<file path="src/rtl/dtg_pkg.sv">
package dtg_pkg;

    localparam int CRD_W = 11;
    localparam int OFS_W = 8;
    localparam int NSIG  = 3;

    typedef logic [CRD_W-1:0] crd_t;
    typedef logic [OFS_W-1:0] ofs_t;

    typedef enum int {SIG_HS = 0, SIG_VS = 1, SIG_DE = 2} sig_e;

    typedef struct packed {
        crd_t h_total;
        crd_t v_total;
        crd_t h_active;
        crd_t v_active;
        ofs_t h_act_ofs;
        ofs_t v_act_ofs;
        ofs_t h_de_ofs;
        ofs_t v_de_ofs;
        ofs_t hs_ofs;
        ofs_t hs_len;
        ofs_t vs_ofs;
        ofs_t vs_len;
    } tcfg_t;

    typedef struct packed {
        logic hsync;
        logic vsync;
        logic de;
        logic hblank;
        logic vblank;
        crd_t x;
        crd_t y;
    } raw_t;

    function automatic crd_t widen(ofs_t v);
        return crd_t'(v);
    endfunction

    function automatic ofs_t at_least_one(ofs_t v);
        return (v == '0) ? ofs_t'(1) : v;
    endfunction

    function automatic logic in_span(crd_t pos, crd_t start, crd_t len);
        logic [CRD_W:0] stop;
        stop = {1'b0, start} + {1'b0, len};
        return (pos >= start) && ({1'b0, pos} < stop);
    endfunction

endpackage

</file>
<file path="src/rtl/dtg_wrap_ctr.sv">
module dtg_wrap_ctr #(
    parameter int W = 11
) (
    input  logic         clk,
    input  logic         rst,
    input  logic         step,
    input  logic [W-1:0] total,
    output logic [W-1:0] cnt,
    output logic         at_end
);
    localparam logic [W-1:0] ONE = W'(1);

    assign at_end = (cnt >= (total - ONE));

    always_ff @(posedge clk) begin
        if (rst) begin
            cnt <= '0;
        end else if (step) begin
            cnt <= at_end ? '0 : cnt + ONE;
        end
    end
endmodule

</file>
<file path="src/rtl/dtg_decode.sv">
module dtg_decode
    import dtg_pkg::*;
(
    input  tcfg_t cfg,
    input  crd_t  h,
    input  crd_t  v,
    output raw_t  raw
);
    logic h_vis, v_vis, h_de, v_de;
    crd_t h_start, v_start;

    always_comb begin
        h_start = widen(cfg.h_act_ofs);
        v_start = widen(cfg.v_act_ofs);
        h_vis   = in_span(h, h_start, cfg.h_active);
        v_vis   = in_span(v, v_start, cfg.v_active);
        h_de    = in_span(h, widen(cfg.h_de_ofs), cfg.h_active);
        v_de    = in_span(v, widen(cfg.v_de_ofs), cfg.v_active);

        raw.hblank = ~h_vis;
        raw.vblank = ~v_vis;
        raw.de     = h_de & v_de;
        raw.hsync  = in_span(h, widen(cfg.hs_ofs), widen(at_least_one(cfg.hs_len)));
        raw.vsync  = in_span(v, widen(cfg.vs_ofs), widen(at_least_one(cfg.vs_len)));
        raw.x      = (h_vis && v_vis) ? (h - h_start) : '0;
        raw.y      = (h_vis && v_vis) ? (v - v_start) : '0;
    end
endmodule

</file>
<file path="src/rtl/dtg_pad_stage.sv">
module dtg_pad_stage #(
    parameter int N = 3
) (
    input  logic         clk,
    input  logic         rst,
    input  logic         pad_en,
    input  logic [N-1:0] raw,
    input  logic [N-1:0] pol,
    input  logic [N-1:0] oe,
    output logic [N-1:0] pin
);
    for (genvar i = 0; i < N; i++) begin : g_pin
        always_ff @(posedge clk) begin
            if (rst) begin
                pin[i] <= 1'b0;
            end else begin
                pin[i] <= pad_en & oe[i] & ~(raw[i] ^ pol[i]);
            end
        end
    end
endmodule

</file>
<file path="src/rtl/disp_timing_gen.sv">
module disp_timing_gen
    import dtg_pkg::*;
(
    input  logic             clk,
    input  logic             rst,
    input  logic [CRD_W-1:0] cfg_h_total,
    input  logic [CRD_W-1:0] cfg_v_total,
    input  logic [CRD_W-1:0] cfg_h_active,
    input  logic [CRD_W-1:0] cfg_v_active,
    input  logic [OFS_W-1:0] cfg_h_act_ofs,
    input  logic [OFS_W-1:0] cfg_v_act_ofs,
    input  logic [OFS_W-1:0] cfg_h_de_ofs,
    input  logic [OFS_W-1:0] cfg_v_de_ofs,
    input  logic [OFS_W-1:0] cfg_hs_ofs,
    input  logic [OFS_W-1:0] cfg_hs_len,
    input  logic [OFS_W-1:0] cfg_vs_ofs,
    input  logic [OFS_W-1:0] cfg_vs_len,
    input  logic             pol_hs,
    input  logic             pol_vs,
    input  logic             pol_de,
    input  logic             oe_hs,
    input  logic             oe_vs,
    input  logic             oe_de,
    input  logic             pad_en,
    input  logic             clk_pol,
    input  logic             irq_en_h,
    input  logic             irq_en_v,
    input  logic             flag_clr_h,
    input  logic             flag_clr_v,
    output logic             pclk_o,
    output logic             hsync_o,
    output logic             vsync_o,
    output logic             de_o,
    output logic             hblank_o,
    output logic             vblank_o,
    output logic [CRD_W-1:0] pix_x_o,
    output logic [CRD_W-1:0] line_y_o,
    output logic             hb_flag_o,
    output logic             vb_flag_o,
    output logic             irq_o
);
    tcfg_t live_cfg, work_cfg;
    crd_t  h_pos, v_pos;
    logic  h_end, v_end, frame_last;
    raw_t  raw;
    logic [NSIG-1:0] raw_vec, pol_vec, oe_vec, pin_vec;

    assign live_cfg = '{h_total: cfg_h_total, v_total: cfg_v_total,
                        h_active: cfg_h_active, v_active: cfg_v_active,
                        h_act_ofs: cfg_h_act_ofs, v_act_ofs: cfg_v_act_ofs,
                        h_de_ofs: cfg_h_de_ofs, v_de_ofs: cfg_v_de_ofs,
                        hs_ofs: cfg_hs_ofs, hs_len: cfg_hs_len,
                        vs_ofs: cfg_vs_ofs, vs_len: cfg_vs_len};

    // Working setup: captured in reset and on the last position of a frame
    always_ff @(posedge clk) begin
        if (rst || frame_last) begin
            work_cfg <= live_cfg;
        end
    end

    dtg_wrap_ctr #(.W(CRD_W)) u_hctr (
        .clk(clk), .rst(rst), .step(1'b1),
        .total(work_cfg.h_total), .cnt(h_pos), .at_end(h_end)
    );

    dtg_wrap_ctr #(.W(CRD_W)) u_vctr (
        .clk(clk), .rst(rst), .step(h_end),
        .total(work_cfg.v_total), .cnt(v_pos), .at_end(v_end)
    );

    assign frame_last = h_end & v_end;

    dtg_decode u_dec (
        .cfg(work_cfg), .h(h_pos), .v(v_pos), .raw(raw)
    );

    always_comb begin
        raw_vec = '0;
        pol_vec = '0;
        oe_vec  = '0;
        raw_vec[SIG_HS] = raw.hsync;
        raw_vec[SIG_VS] = raw.vsync;
        raw_vec[SIG_DE] = raw.de;
        pol_vec[SIG_HS] = pol_hs;
        pol_vec[SIG_VS] = pol_vs;
        pol_vec[SIG_DE] = pol_de;
        oe_vec[SIG_HS]  = oe_hs;
        oe_vec[SIG_VS]  = oe_vs;
        oe_vec[SIG_DE]  = oe_de;
    end

    dtg_pad_stage #(.N(NSIG)) u_pads (
        .clk(clk), .rst(rst), .pad_en(pad_en),
        .raw(raw_vec), .pol(pol_vec), .oe(oe_vec), .pin(pin_vec)
    );

    assign hsync_o = pin_vec[SIG_HS];
    assign vsync_o = pin_vec[SIG_VS];
    assign de_o    = pin_vec[SIG_DE];

    always_ff @(posedge clk) begin
        if (rst) begin
            hblank_o  <= 1'b0;
            vblank_o  <= 1'b0;
            pix_x_o   <= '0;
            line_y_o  <= '0;
            hb_flag_o <= 1'b0;
            vb_flag_o <= 1'b0;
        end else begin
            hblank_o  <= raw.hblank;
            vblank_o  <= raw.vblank;
            pix_x_o   <= raw.x;
            line_y_o  <= raw.y;
            hb_flag_o <= (hb_flag_o & ~flag_clr_h) | raw.hblank;
            vb_flag_o <= (vb_flag_o & ~flag_clr_v) | raw.vblank;
        end
    end

    assign irq_o  = (hb_flag_o & irq_en_h) | (vb_flag_o & irq_en_v);
    assign pclk_o = pad_en & (clk ^ clk_pol);
endmodule

</file>
<file path="config.mk">
export PLATFORM = sky130hd
export DESIGN_NAME = disp_timing_gen
export DESIGN_NICKNAME = d
export VERILOG_FILES = /design/src/rtl/dtg_pkg.sv /design/src/rtl/dtg_wrap_ctr.sv /design/src/rtl/dtg_decode.sv /design/src/rtl/dtg_pad_stage.sv /design/src/rtl/disp_timing_gen.sv
export SDC_FILE = /design/constraint.sdc
export NUM_CORES = 1
export LEC_CHECK = 0
export BUFFER_PORTS_ARGS = -buffer_cell sky130_fd_sc_hd__buf_2
export CAP_MARGIN = 5
export CORE_MARGIN = 1.5
export CORE_UTILIZATION = 53
export DETAILED_ROUTE_END_ITERATION = 7
export PLACE_DENSITY = 0.89
export SETUP_SLACK_MARGIN = 0.4
export SYNTH_ARGS = -nofsm -noshare
export SYNTH_HDL_FRONTEND = slang
export SYNTH_SLANG_ARGS = --single-unit
</file>
<file path="constraint.sdc">
create_clock -name clk -period 9.49 [get_ports clk]
set_clock_uncertainty 0.05 [all_clocks]
set_input_delay 1.4235 -clock clk [delete_from_list [all_inputs] [get_ports clk]]
set_output_delay 1.4235 -clock clk [all_outputs]
set_load 0.005 [all_outputs]
</file>
Yosys cells after proc, flatten, opt, wreduce, memory -nomap -nowiden
Cells that the tools add are included.
- register bits after elaboration: 159
- latch bits: 0
- bits in writable memories: 0
- bits in read-only memories: 0
- output and inout port bits: 31
- word-level logic and storage cells: 92
- memories: 0
- add/subtract/negate cells: 12
- multiply operators: 0
- divide/modulo/power cells: 0
- $lt $le $gt $ge: 14
- equality and inequality tests: 0
- shifts and indexed selects: 0
- mux-type cells: 3
- bitwise operators: 28
- reductions and logical operators: 12
- operators with widths (cell ; number):
    11-bit by 12-bit less-than comparator with 1-bit output ; 6
    11-bit by 8-bit >= comparator with 1-bit output ; 6
    8-bit by 11-bit adder with 12-bit output ; 4
    11-bit by 1-bit adder with 11-bit output (second input constant) ; 2
    11-bit >= comparator ; 2
    11-bit by 1-bit subtractor with 11-bit output (second input constant) ; 2
    11-bit by 8-bit subtractor with 11-bit output ; 2
    8-bit by 8-bit adder with 9-bit output ; 2
    8-bit zero test ; 2
    8-bit 2-to-1 mux ; 2
    1-bit bitwise AND ; 13
    11-bit 2-to-1 mux ; 1
    1-bit inverter ; 8
    1-bit logical AND ; 7
    2-bit OR reduction ; 2
    1-bit bitwise XOR ; 4
    1-bit OR ; 3
    1-bit logical OR ; 1

Logic depth before layout (Yosys ltp)
- depth after elaboration: 8
- gate-level depth with buffers: 17
- mapped depth without buffers: 16

Hierarchy
A second synthesis with hierarchy kept.
- cell total of the unflattened synthesis: 1066
- area total of the unflattened synthesis: 11099.4 µm²
- modules (own cells, without submodules) (module ; instances ; cells each ; area each (µm²) ; sequential area each (µm²)):
    dtg_decode ; 1 ; 658 ; 5071.1 ; 0.0
    disp_timing_gen ; 1 ; 171 ; 3995.1 ; 3763.6
    dtg_wrap_ctr (u_hctr) ; 1 ; 121 ; 1023.5 ; 220.2
    dtg_wrap_ctr (u_vctr) ; 1 ; 106 ; 895.9 ; 220.2
    dtg_pad_stage ; 1 ; 10 ; 113.9 ; 60.1

==> summary.txt <==
Drt
  – Final ANT Viol Nets: 0
  – Final wirelength: 25600 microns
  – Starting DRT DRC Count: 645
  – Remaining DRCs: 0
  – Vias: 8725
  – Vias per cell: 5.81
  – Drt pass-1 iters: 5
  – Drt wl/cell: 17.0 microns

Run status
  – Status: completed

Logic synthesis
  – Primary FF master, synth: edfxtp_1
  – Avg Cell Area, Syn: 10.2 sq um
  – Sequential-to-total area share from yosys stat: 39.3%
  – Synth Cell Area: 0.0108 sq mm
  – Library cells used by synthesis: 69
  – Synth top area share: 29.9%
  – Synth area leaders: edfxtp_1 (30%), ha_1 (21%), dfxtp_1 (9.4%)
  – Yosys Warn Count: 0
  – Fraction of registers with async set/reset: 0%
  – Synth area leader: edfxtp_1
  – Synth Instances: 1059
  – Post-synth EDFFs: 108
  – Top-count cell post-synth: ha_1
  – Most frequent cells after synthesis: ha_1 (178), edfxtp_1 (108), inv_1 (72)
  – Flops & latches, synth: 159
  – Mapped Nets: 1367

Setup path
  – CP endpoint kind: output port
  – Largest delay share family, worst path: buffers and inverters
  – Slowest stage delay, CP: 0.14 ns
  – Critical-path top delay cell: and2_1
  – Critical Path AT: 5.38 ns
  – Critical Path RT: 8.02 ns
  – Crit path max fanout: 2
  – CP most frequent cell: clkbuf_16
  – Crit start category: clock port
  – Crit-path cells: clkbuf_16 > clkbuf_16 > xor2_1 > and2_1 > buf_2
  – Kind of critical path: clock port to output port
  – Critical path buffers and inverters: 3

STA
  – Max-slew violations: 0
  – Final setup viols: 0
  – Relative slew slack: 25.3%
  – Final hold violation count: 0
  – Actual slew at the worst max-slew pin: 1.12 ns
  – Setup TNS: 0 ns
  – RSZ-0062 raised after global routing: no

Power and ir drop
  – LEAKAGE: 5.70 nW
  – Pwr Density: 151 mW/mm^2
  – VDD IR max: 168 uV

Place
  – GP Congestion: 0.900
  – DP HPWL: 19000 microns
  – Number of port buffers: 152
  – Inst Count DP: 1465

Final layout
  – Fillers: 1589
  – Non-Filler Instances: 1501
  – Fraction of layout cells with a size suffix above 1: 16.2%
  – Final nets: 1525
  – Area growth from synthesis to layout: 15.8%

Clocking
  – Post_cts resized: 0
  – Clk_lat worst skew: 0.55 ns
  – Cts hold-fix bufs: 0
  – Post-CTS setup buffer count: 0
  – CTS tree: built
  – Clk slew on worst S/H paths: 0.07 ns

Global route
  – Remaining global-route overflow: 0
  – Total global-route track usage: 24.7%
  – Largest net degree at the start of global routing: 76
  – Initial antenna violation count: 1
  – Vias in the first global route: 8835
  – First-pass GRT wire length: 41700 microns

Min path
  – Hold Path Class: flop to flop

Die
  – Core Box Area: 0.0202 sq mm
  – Site Rows: 52
  – I/O pins: 153
  – Initial core utilization: 53.8%
  – Die X: 146 microns
  – Die ar.: 0.0213 sq mm
  – Die Y-Extent: 146 microns

Run
  – Max-cap check violation count: 0
==> worst min-delay path, delay by kind of cell (launching register included) <==
family             cells  cell delay (ns)
and+or+nand+nor        1             0.08
AOI/OAI and AO/OA      1             0.07
DFF                    1             0.35
==> final cells by class <==
class | count | area [sq um] | share of cell area, %
Multi-Input combinational cell | 808 | 6220 | 49.6
Sequential cell | 159 | 4260 | 34.0
Clock buffer | 23 | 513 | 4.09
Tap cell | 270 | 338 | 2.69
Antenna cell | 1 | 2.50 | 0.0199
Clock inverter | 13 | 163 | 1.30
Inverter | 73 | 274 | 2.18
Timing Repair Buffer | 154 | 778 | 6.20
==> power breakdown <==
part           leakage, nW  internal, mW  switching, mW
clock network        0.324         0.472          0.299
logic                 3.90         0.148          0.176
registers             1.47         0.776         0.0311
total                 5.70          1.40          0.506
==> layout by cell type (no fill, tap or decap), types with 6 or more instances in the layout <==
master and count:
ha_1 178, buf_2 152, edfxtp_1 108, inv_1 72, nand2_1 68, nor2_1 61
a21oi_1 58, o21ai_0 57, dfxtp_1 51, xnor2_1 41, xor2_1 35, nand3_1 32
nor3_1 31, nor2b_1 22, o21a_1 21, a21o_1 20, clkbuf_16 20, a211oi_1 17
nor4_1 14, nand2b_1 14, or3_1 11, a31oi_1 10, fa_1 8, o31ai_1 7
and3_1 7, nor3b_1 6, o211ai_1 6, o21bai_1 6, nand4_1 6
==> through the flow <==
| stage | utilization [%] | power [mW] | hold WS (ns) | area (sq um) | setup WS (ns) |
|---|---|---|---|---|---|
| floorplan | - | 1.05 | 0.421 | 10800 | 1.93 |
| global placement | 58.9 | 1.12 | 0.488 | 11900 | 2.90 |
| detailed placement | 58.9 | 1.14 | 0.490 | 11900 | 2.90 |
| CTS | 62.2 | 1.91 | 0.516 | 12600 | 2.62 |
| global route | 62.2 | 1.98 | 0.531 | 12600 | 2.60 |
| finish | 62.3 | 1.90 | 0.513 | 12600 | 2.63 |
==> metal layers <==
layer  wire length (microns)  part of all wire [%]  GRT usage [%]
met1                   10700                    42           30.2
met3                    1760                   6.9           5.56
met5                       0                     0              0
met4                     929                   3.6           12.0
met2                   12100                    47           41.3
==> registers in the layout (all words and copies together), names as in the netlist, 3 cells and up <==
register,count
line_y_o,11
pix_x_o,11
u_hctr.cnt,11
u_pads.pin,3
u_vctr.cnt,11
work_cfg,108
==> cell families after synthesis <==
group | count (synthesis) | synth area share (%)
AO/OA/AOI/OAI | 245 | 14.9
XOR/XNOR | 76 | 6.14
adder cells (fa/ha/maj) | 186 | 22.0
buffers and inverters | 92 | 3.40
flip-flops | 159 | 39.3
multiplexers | 1 | 0.0923
AND/OR/NAND/NOR | 300 | 14.1
==> worst paths after layout <==
check,from,end,cells past startpoint,slack (ns)
worst max-delay path,clk,pclk_o,5,2.63
worst max register to register,work_cfg[99],work_cfg[74],10,4.92
worst min-delay path,hb_flag_o,hb_flag_o,2,0.51
worst min register to register,hb_flag_o,hb_flag_o,2,0.51
(Power assumes the default switching activity.)
